[config.mk]
export PLATFORM = sky130hd
export DESIGN_NAME = wake_pd_ctrl
export DESIGN_NICKNAME = d
export VERILOG_FILES = /design/src/rtl/wake_pd_ctrl.sv
export SDC_FILE = /design/constraint.sdc
export NUM_CORES = 1
export LEC_CHECK = 0
export ABC_AREA = 0
export CAP_MARGIN = 20
export CORE_MARGIN = 2
export CORE_UTILIZATION = 61
export DETAILED_ROUTE_END_ITERATION = 8
export PLACE_DENSITY = 0.82
export RECOVER_POWER = 25
export REMOVE_ABC_BUFFERS = 1
export SLEW_MARGIN = 10
export SYNTH_ARGS = -nofsm -noshare
export SYNTH_HDL_FRONTEND = slang
export SYNTH_SLANG_ARGS = --single-unit
[constraint.sdc]
create_clock -name clk -period 6 [get_ports clk]
set_input_delay 1.2 -clock clk [delete_from_list [all_inputs] [get_ports clk]]
set_output_delay 1.2 -clock clk [all_outputs]
set_load 0.01 [all_outputs]
[src/rtl/wake_pd_ctrl.sv]
module wake_pd_ctrl #(
  parameter int CPC = 4,
  parameter int AW  = 12
) (
  input  logic            clk,
  input  logic            rst_n,
  input  logic            bus_sel,
  input  logic            bus_we,
  input  logic [AW-1:0]   bus_addr,
  input  logic [31:0]     bus_wdata,
  output logic [31:0]     bus_rdata,
  input  logic [2*CPC-1:0] cpu_irq,
  input  logic            wdog_evt,
  input  logic            tmr_evt,
  output logic            wake_o,
  output logic [1:0]      pd_req
);
  localparam int MW = 12;
  localparam logic [AW-1:0] MASK_A = AW'(12'hB24);
  localparam logic [AW-1:0] RAW_A  = AW'(12'hB28);
  localparam logic [AW-1:0] STAT_A = AW'(12'hB2C);
  localparam logic [AW-1:0] PD0_A  = AW'(12'hB30);
  localparam logic [AW-1:0] PD1_A  = AW'(12'hB34);
  localparam logic [MW-1:0] GLB_G  = 12'hC00;
  localparam logic [MW-1:0] CL0_G  = 12'h00F;
  localparam logic [MW-1:0] CL1_G  = 12'h0F0;

  function automatic logic [AW-1:0] res_addr(input int c, input int n);
    return AW'(((c == 0) ? 32'hB68 : 32'hB78) + 32'(4 * n));
  endfunction

  logic [MW-1:0] mask_q, raw_q, src, status;
  logic [1:0]    pd_en_q;
  logic [31:0]   resume_q [2][CPC];
  logic          wr;

  assign wr = bus_sel && bus_we;

  for (genvar c = 0; c < 2; c++) begin : g_cl
    for (genvar n = 0; n < 4; n++) begin : g_cpu
      if (n < CPC) begin : g_on
        assign src[4*c+n] = cpu_irq[c*CPC+n];
      end else begin : g_off
        assign src[4*c+n] = 1'b0;
      end
    end
  end
  assign src[9:8] = 2'b00;
  assign src[10]  = wdog_evt;
  assign src[11]  = tmr_evt;

  assign status = raw_q & mask_q;

  always_ff @(posedge clk or negedge rst_n) begin
    if (!rst_n) begin
      mask_q  <= '0;
      raw_q   <= '0;
      pd_en_q <= '0;
      wake_o  <= 1'b0;
    end else begin
      wake_o <= |status;
      raw_q  <= (raw_q & ~((wr && bus_addr == RAW_A) ? bus_wdata[MW-1:0] : '0)) | src;
      if (wr && bus_addr == MASK_A) mask_q     <= bus_wdata[MW-1:0];
      if (wr && bus_addr == PD0_A)  pd_en_q[0] <= bus_wdata[0];
      if (wr && bus_addr == PD1_A)  pd_en_q[1] <= bus_wdata[0];
    end
  end

  always_ff @(posedge clk or negedge rst_n) begin
    if (!rst_n) begin
      for (int c = 0; c < 2; c++)
        for (int n = 0; n < CPC; n++)
          resume_q[c][n] <= '0;
    end else if (wr) begin
      for (int c = 0; c < 2; c++)
        for (int n = 0; n < CPC; n++)
          if (bus_addr == res_addr(c, n)) resume_q[c][n] <= bus_wdata;
    end
  end

  always_comb begin
    bus_rdata = '0;
    if (bus_sel && !bus_we) begin
      case (bus_addr)
        MASK_A:  bus_rdata = 32'(mask_q);
        RAW_A:   bus_rdata = 32'(raw_q);
        STAT_A:  bus_rdata = 32'(status);
        PD0_A:   bus_rdata = {31'd0, pd_en_q[0]};
        PD1_A:   bus_rdata = {31'd0, pd_en_q[1]};
        default: begin
          for (int c = 0; c < 2; c++)
            for (int n = 0; n < CPC; n++)
              if (bus_addr == res_addr(c, n)) bus_rdata = resume_q[c][n];
        end
      endcase
    end
  end

  assign pd_req[0] = pd_en_q[0] && !(|(status & (CL0_G | GLB_G)));
  assign pd_req[1] = pd_en_q[1] && !(|(status & (CL1_G | GLB_G)));
endmodule

==> results of run 1 <==
[state kept, by name, summed over array words and instances, names as in the netlist]
name      count
resume_q    256
mask_q       12
raw_q        12
pd_en_q       2
wake_o        1
[cell usage in the layout, fill, tap and decap left out, types with 7 or more instances in the layout]
cell / n
dfrtp_1: 283
a211oi_1: 13
o21ai_1: 10
nand4b_1: 7
a311oi_1: 10
a221oi_1: 10
nor2b_1: 10
o22ai_1: 23
nor2_1: 37
a22oi_1: 33
a21oi_1: 55
inv_1: 19
o21ai_0: 82
buf_4: 34
clkbuf_8: 9
or3_1: 9
nand2_1: 55
a21o_1: 10
nand4_1: 10
clkbuf_16: 30
nor3_1: 17
nand3_1: 32
mux2i_1: 19
clkdlybuf4s50_1: 89
mux2_2: 252
mux2_1: 19
[power groups by stage]
stage | Combinational [mW] | Clock (mW) | Sequential, mW
CTS | 0.202 | 1.99 | 1.92
global placement | 0.198 | 0 | 1.95
detailed placement | 0.200 | 0 | 1.95
global route | 0.217 | 2.07 | 1.91
floorplan | 0.0444 | 0 | 1.95
finish | 0.202 | 1.97 | 1.92
[how the worst max path moves through the flow]
| stage | startpoint | depth (start not counted) | slack (ns) | endpoint |
|---|---|---|---|---|
| floorplan | bus_addr[3] | 4 | 1.04 | bus_rdata[12] |
| global placement | bus_addr[4] | 7 | 0.52 | bus_rdata[9] |
| detailed placement | bus_addr[4] | 7 | 0.47 | bus_rdata[9] |
| CTS | bus_addr[4] | 7 | 0.45 | bus_rdata[9] |
| global route | rst_n | 2 | 0.16 | raw_q[11] |
| finish | bus_addr[4] | 6 | 0.32 | bus_rdata[18] |
[kinds of logic (layout without fill, tap and decap cells)]
group                  Yosys count  in the layout  share of synthesized area [%]
buffers and inverters          123            206                           4.17
flip-flops                     283            283                           50.8
AND/OR/NAND/NOR                231            231                           9.62
multiplexers                   290            290                           23.3
AO/OA/AOI/OAI                  272            272                           12.1
[metal layers]
metal  part of all wire, %  wire (um)  track usage [%]  up-vias
met1                    40      15400             43.0     5398
met4                   3.5       1340             12.4        0
met2                    49      18800             53.4      510
li1                      -          -                -     4567
met3                   7.7       2970             5.24      115
met5                     0          0                0        -
[area by class of cell]
class,count,area (um^2),share of cell area (%)
sequential,283,7080,43.7
multi-input combinational,793,6310,38.9
timing repair buffer,132,1310,8.08
clock buffer,45,897,5.54
tap,285,357,2.20
clock inverter,9,174,1.07
inverter,20,75.1,0.463
==> impl_metrics.json, run 1 <==
{
  "fin_cells": 1567,
  "clkPwrFrac_pct": 48.2,
  "combPwrFrac_pct": 4.9,
  "hpwl_mm": 23.4,
  "grt_first_pass_wirelength_mm": 60.5,
  "p_int_mw": 3.18,
  "postCtsHoldBufs": 0,
  "synthTopCellsByArea": "dfrtp_1 51%, mux2_2 20%, o21ai_0 2.9%",
  "die_y_um": 155,
  "path_common_cell": "clkdlybuf4s50_1",
  "worst-path-buf-inv": 2,
  "synth_most_common_cell": "dfrtp_1",
  "remaining_drc_errors": 0,
  "crit_type": "in2out",
  "final.setup.worst_slack_ns": 0.319,
  "min_path_type": "reg2reg",
  "cp.arrival_ns": 4.48,
  "drt-initial-drc-count": 1053,
  "worstMarginPinSlew_ns": 4.24,
  "tns_ns": 0,
  "wire_per_inst_um": 24.6,
  "ios": 93,
  "p_switching_mw": 0.909,
  "hold_start": "resume_q[155]",
  "coreArea_um2": 22500,
  "numPortBuffers": 92,
  "power_density_nw_per_um2": 252,
  "viasPerCell": 6.76,
  "final_design_area_no_fill_um2": 16200,
  "post-route-util_pct": 72.0,
  "ys.flop_type": "dfrtp_1",
  "crit_family": "buffers and inverters",
  "drv_cap": 1,
  "start_util_pct": 61.9,
  "cp.required_ns": 4.80,
  "layout_min_cycle_time_ns": 5.68,
  "power.switching_fraction_pct": 22.2,
  "worstPathCellList": "clkdlybuf4s50_1 -> or3_1 -> nand4_1 -> nand2_1 -> a311oi_1 -> clkdlybuf4s50_1",
  "syn_avg_cell_area_um2": 11.6,
  "drt_pass1_iterations": 6,
  "yosysTopAreaCell": "dfrtp_1",
  "rr_worst_depth": 4,
  "hold_path_end": "resume_q[155]",
  "rsz0062_at_grt": "no",
  "cts.repair.resized": 0,
  "grt-ovfl-total": 0,
  "vias": 10590,
  "synth_area_um2": 13900,
  "leakage_nw": 7.43,
  "dp.cells": 1510,
  "whs_ns": 0.487,
  "finalMaxSlewViolations": 99,
  "place_area_um2": 15100,
  "die_width_um": 155,
  "p_total_mw": 4.09,
  "cts.clk_slew.worst_paths_ns": 0.06,
  "max_freq_mhz": 176,
  "reg2reg_slack_ns": 4.62,
  "nets": 1318,
  "rr_endpoint": "wake_o",
  "htreeDepth": 1,
  "detail-route-antenna-nets": 0,
  "synth_cell_type_count": 63,
  "netlist_instances": 1199,
  "gp_congestion": 0.916,
  "whs_path_depth": 1,
  "cp_max_fo": 16,
  "yosysSeqAreaShare_pct": 50.8,
  "netlist.area_leader.share_pct": 50.8,
  "r2r_start": "raw_q[3]",
  "endpoint_kind": "output port",
  "setup_viol": 0,
  "hold_viol": 0,
  "clock_sinks": 283,
  "yosys_warnings": 0,
  "totalWireLength_mm": 38.5,
  "critPathMaxStageDelay_ns": 0.74,
  "outcome": "complete, but fails checks",
  "cts_tree": "done",
  "rows": 55,
  "grt_start_max_net_pins": 123,
  "violations": "capacitance limit, slew limit",
  "fin_crit_sh_pct": 94.7,
  "area_growth_pct": 16.3,
  "track_usage_pct": 32.2,
  "async_reset_ff_share_pct": 100,
  "maxSlewHeadroom_pct": -183,
  "critPathLaunchType": "input port",
  "p_seq_share_pct": 46.9,
  "peakVddDrop_mv": 0.259,
  "postCtsSetupRepairBufs": 0,
  "cts_buffers": 30,
  "dieArea_um2": 24100,
  "synth-edff-count": 0,
  "diodes": 0,
  "insertion_delay_ns": 0.57,
  "antenna_found_initial": 0,
  "grt_pass1_vias": 10997,
  "pre_cts_slack_ns": 0.465,
  "clockBufferDepth": 3,
  "yosys-top-cells-count": "283 x dfrtp_1, 252 x mux2_2, 82 x o21ai_0, 55 x a21oi_1, 55 x nand2_1",
  "skew_ns": 0.00775,
  "fillers": 1556,
  "drive_gt1_share_pct": 28.4,
  "slowest_stage": "clkdlybuf4s50_1",
  "synth.ff_latch_count": 283,
  "cts_root_buf": "clkbuf_16"
}
Note: power is estimated with default switching activity, not from simulation.
==> run 2: changes to the inputs <==
--- a/config.mk
+++ b/config.mk
@@ -9,6 +9,7 @@
 export CAP_MARGIN = 20
 export CORE_MARGIN = 2
 export CORE_UTILIZATION = 61
+export CTS_BUF_LIST = sky130_fd_sc_hd__clkbuf_8
 export DETAILED_ROUTE_END_ITERATION = 8
 export PLACE_DENSITY = 0.82
 export RECOVER_POWER = 25
==> run 2 against run 1 <==
The run still ends with capacitance limit, slew limit left. Fmax increased by 0.36%. Critical path depth unchanged. Worst hold slack got worse by 0.0045 ns. Global-route usage about the same. Power decreased by 8.3%. Largest power group is now sequential cells.
==> impl_metrics.json, run 2 (synthesis gave the netlist of run 1 again) <==
{
  "postCtsSetupRepairBufs": 0,
  "setup_viol": 0,
  "remaining_drc_errors": 0,
  "worstMarginPinSlew_ns": 4.24,
  "dp.cells": 1510,
  "drt_pass1_iterations": 5,
  "dieArea_um2": 24100,
  "peakVddDrop_mv": 0.193,
  "area_growth_pct": 15.1,
  "drt-initial-drc-count": 938,
  "endpoint_kind": "output port",
  "diodes": 0,
  "reg2reg_slack_ns": 4.63,
  "crit_type": "in2out",
  "cts.clk_slew.worst_paths_ns": 0.05,
  "r2r_start": "raw_q[3]",
  "grt_pass1_vias": 11097,
  "p_total_mw": 3.75,
  "largest_register_ffs": 256,
  "cp.required_ns": 4.80,
  "grt_first_pass_wirelength_mm": 60.6,
  "final_cell_mix": "283 x dfrtp_1, 252 x mux2_2, 89 x clkdlybuf4s50_1",
  "regMostFlops": "resume_q",
  "detail-route-antenna-nets": 0,
  "whs_path_depth": 1,
  "rr_endpoint": "wake_o",
  "violations": "capacitance limit, slew limit",
  "cp.arrival_ns": 4.46,
  "numPortBuffers": 92,
  "hold_viol": 0,
  "cts_tree": "done",
  "rsz0062_at_grt": "no",
  "gp_congestion": 0.916,
  "cts_root_buf": "clkbuf_8",
  "clock_sinks": 283,
  "skew_ns": 0.0259,
  "rr_worst_depth": 4,
  "insertion_delay_ns": 0.58,
  "critPathLaunchType": "input port",
  "final.setup.worst_slack_ns": 0.340,
  "clockBufferDepth": 3,
  "grt-ovfl-total": 0,
  "whs_ns": 0.483,
  "drive_gt1_share_pct": 28.9,
  "track_usage_pct": 32.2,
  "hpwl_mm": 23.4,
  "outcome": "complete, but fails checks",
  "cts_buffers": 47,
  "tns_ns": 0,
  "postCtsHoldBufs": 0,
  "layout_min_cycle_time_ns": 5.66,
  "wire_per_inst_um": 24.1,
  "die_width_um": 155,
  "largestRegisters": "resume_q x256, mask_q x12, raw_q x12",
  "coreArea_um2": 22500,
  "max_freq_mhz": 177,
  "fin_crit_sh_pct": 94.3,
  "final_common_cell": "dfrtp_1",
  "power_density_nw_per_um2": 234,
  "min_path_type": "reg2reg",
  "cts.repair.resized": 0,
  "antenna_found_initial": 0,
  "rows": 55,
  "fin_cells": 1592,
  "maxSlewHeadroom_pct": -183,
  "ios": 93,
  "grt_start_max_net_pins": 123,
  "hold_path_end": "resume_q[155]",
  "cp_max_fo": 16,
  "nets": 1335,
  "die_y_um": 155,
  "viasPerCell": 6.74,
  "pre_cts_slack_ns": 0.465,
  "htreeDepth": 2,
  "finalMaxSlewViolations": 98,
  "drv_cap": 1,
  "totalWireLength_mm": 38.3,
  "vias": 10726,
  "start_util_pct": 61.9,
  "hold_start": "resume_q[155]",
  "leakage_nw": 7.43
}
## run 2: changes by cell type in the layout (fill, tap and decap cells not counted)
cell / change
buf_6: -1
clkinvlp_4: +1
bufinv_16: -4
clkinv_8: +1
clkbuf_8: +48
inv_1: +17
clkinv_2: -1
clkbuf_16: -30
clkbuf_1: -6
clkinv_16: -1
buf_16: +1
## run 2: per-stage QoR
step	utilization, %	cell area (um^2)
finish	71.3	16000
detailed placement	67.0	15100
CTS	70.9	16000
global route	71.3	16000
global placement	67.0	15100
floorplan	-	13400
## run 2: worst max-delay path by stage
stage / from / end / slack [ns] / depth (start not counted)
after floorplan: bus_addr[3] / bus_rdata[12] / 1.04 / 4
after global placement: bus_addr[4] / bus_rdata[9] / 0.52 / 7
after detailed placement: bus_addr[4] / bus_rdata[9] / 0.47 / 7
after CTS: bus_addr[4] / bus_rdata[9] / 0.44 / 7
after global routing: rst_n / resume_q[201] / 0.30 / 2
final: bus_addr[4] / bus_rdata[18] / 0.34 / 6
## run 2: layer usage
layer | global-route usage, % | vias up | share of wire, %
met5 | 0 | - | 0
met4 | 13.1 | 0 | 3.0
met3 | 6.32 | 108 | 9.2
met2 | 53.3 | 562 | 49
met1 | 42.1 | 5472 | 39
li1 | - | 4584 | -
## run 2: final cells by class
cell class	instances	area [um^2]
clock buffers	57	785
clock inverters	22	106
fillers	1597	6460
inverters	20	75.1
multi-input cells	793	6310
flip-flops and latches	283	7080
well taps	285	357
repair buffers	132	1330
## run 2: report_power, final
part	internal [mW]	switching, mW	total, mW
Combinational	0.0631	0.139	0.202
Clock	0.855	0.777	1.63
Sequential	1.91	0.00240	1.92
## run 2: worst max-delay path, cell delays in order
cell and delay, ns:
clkdlybuf4s50_1 0.72, or3_1 0.48, nand4_1 0.16, nand2_1 0.61, a311oi_1 0.64, clkdlybuf4s50_1 0.63
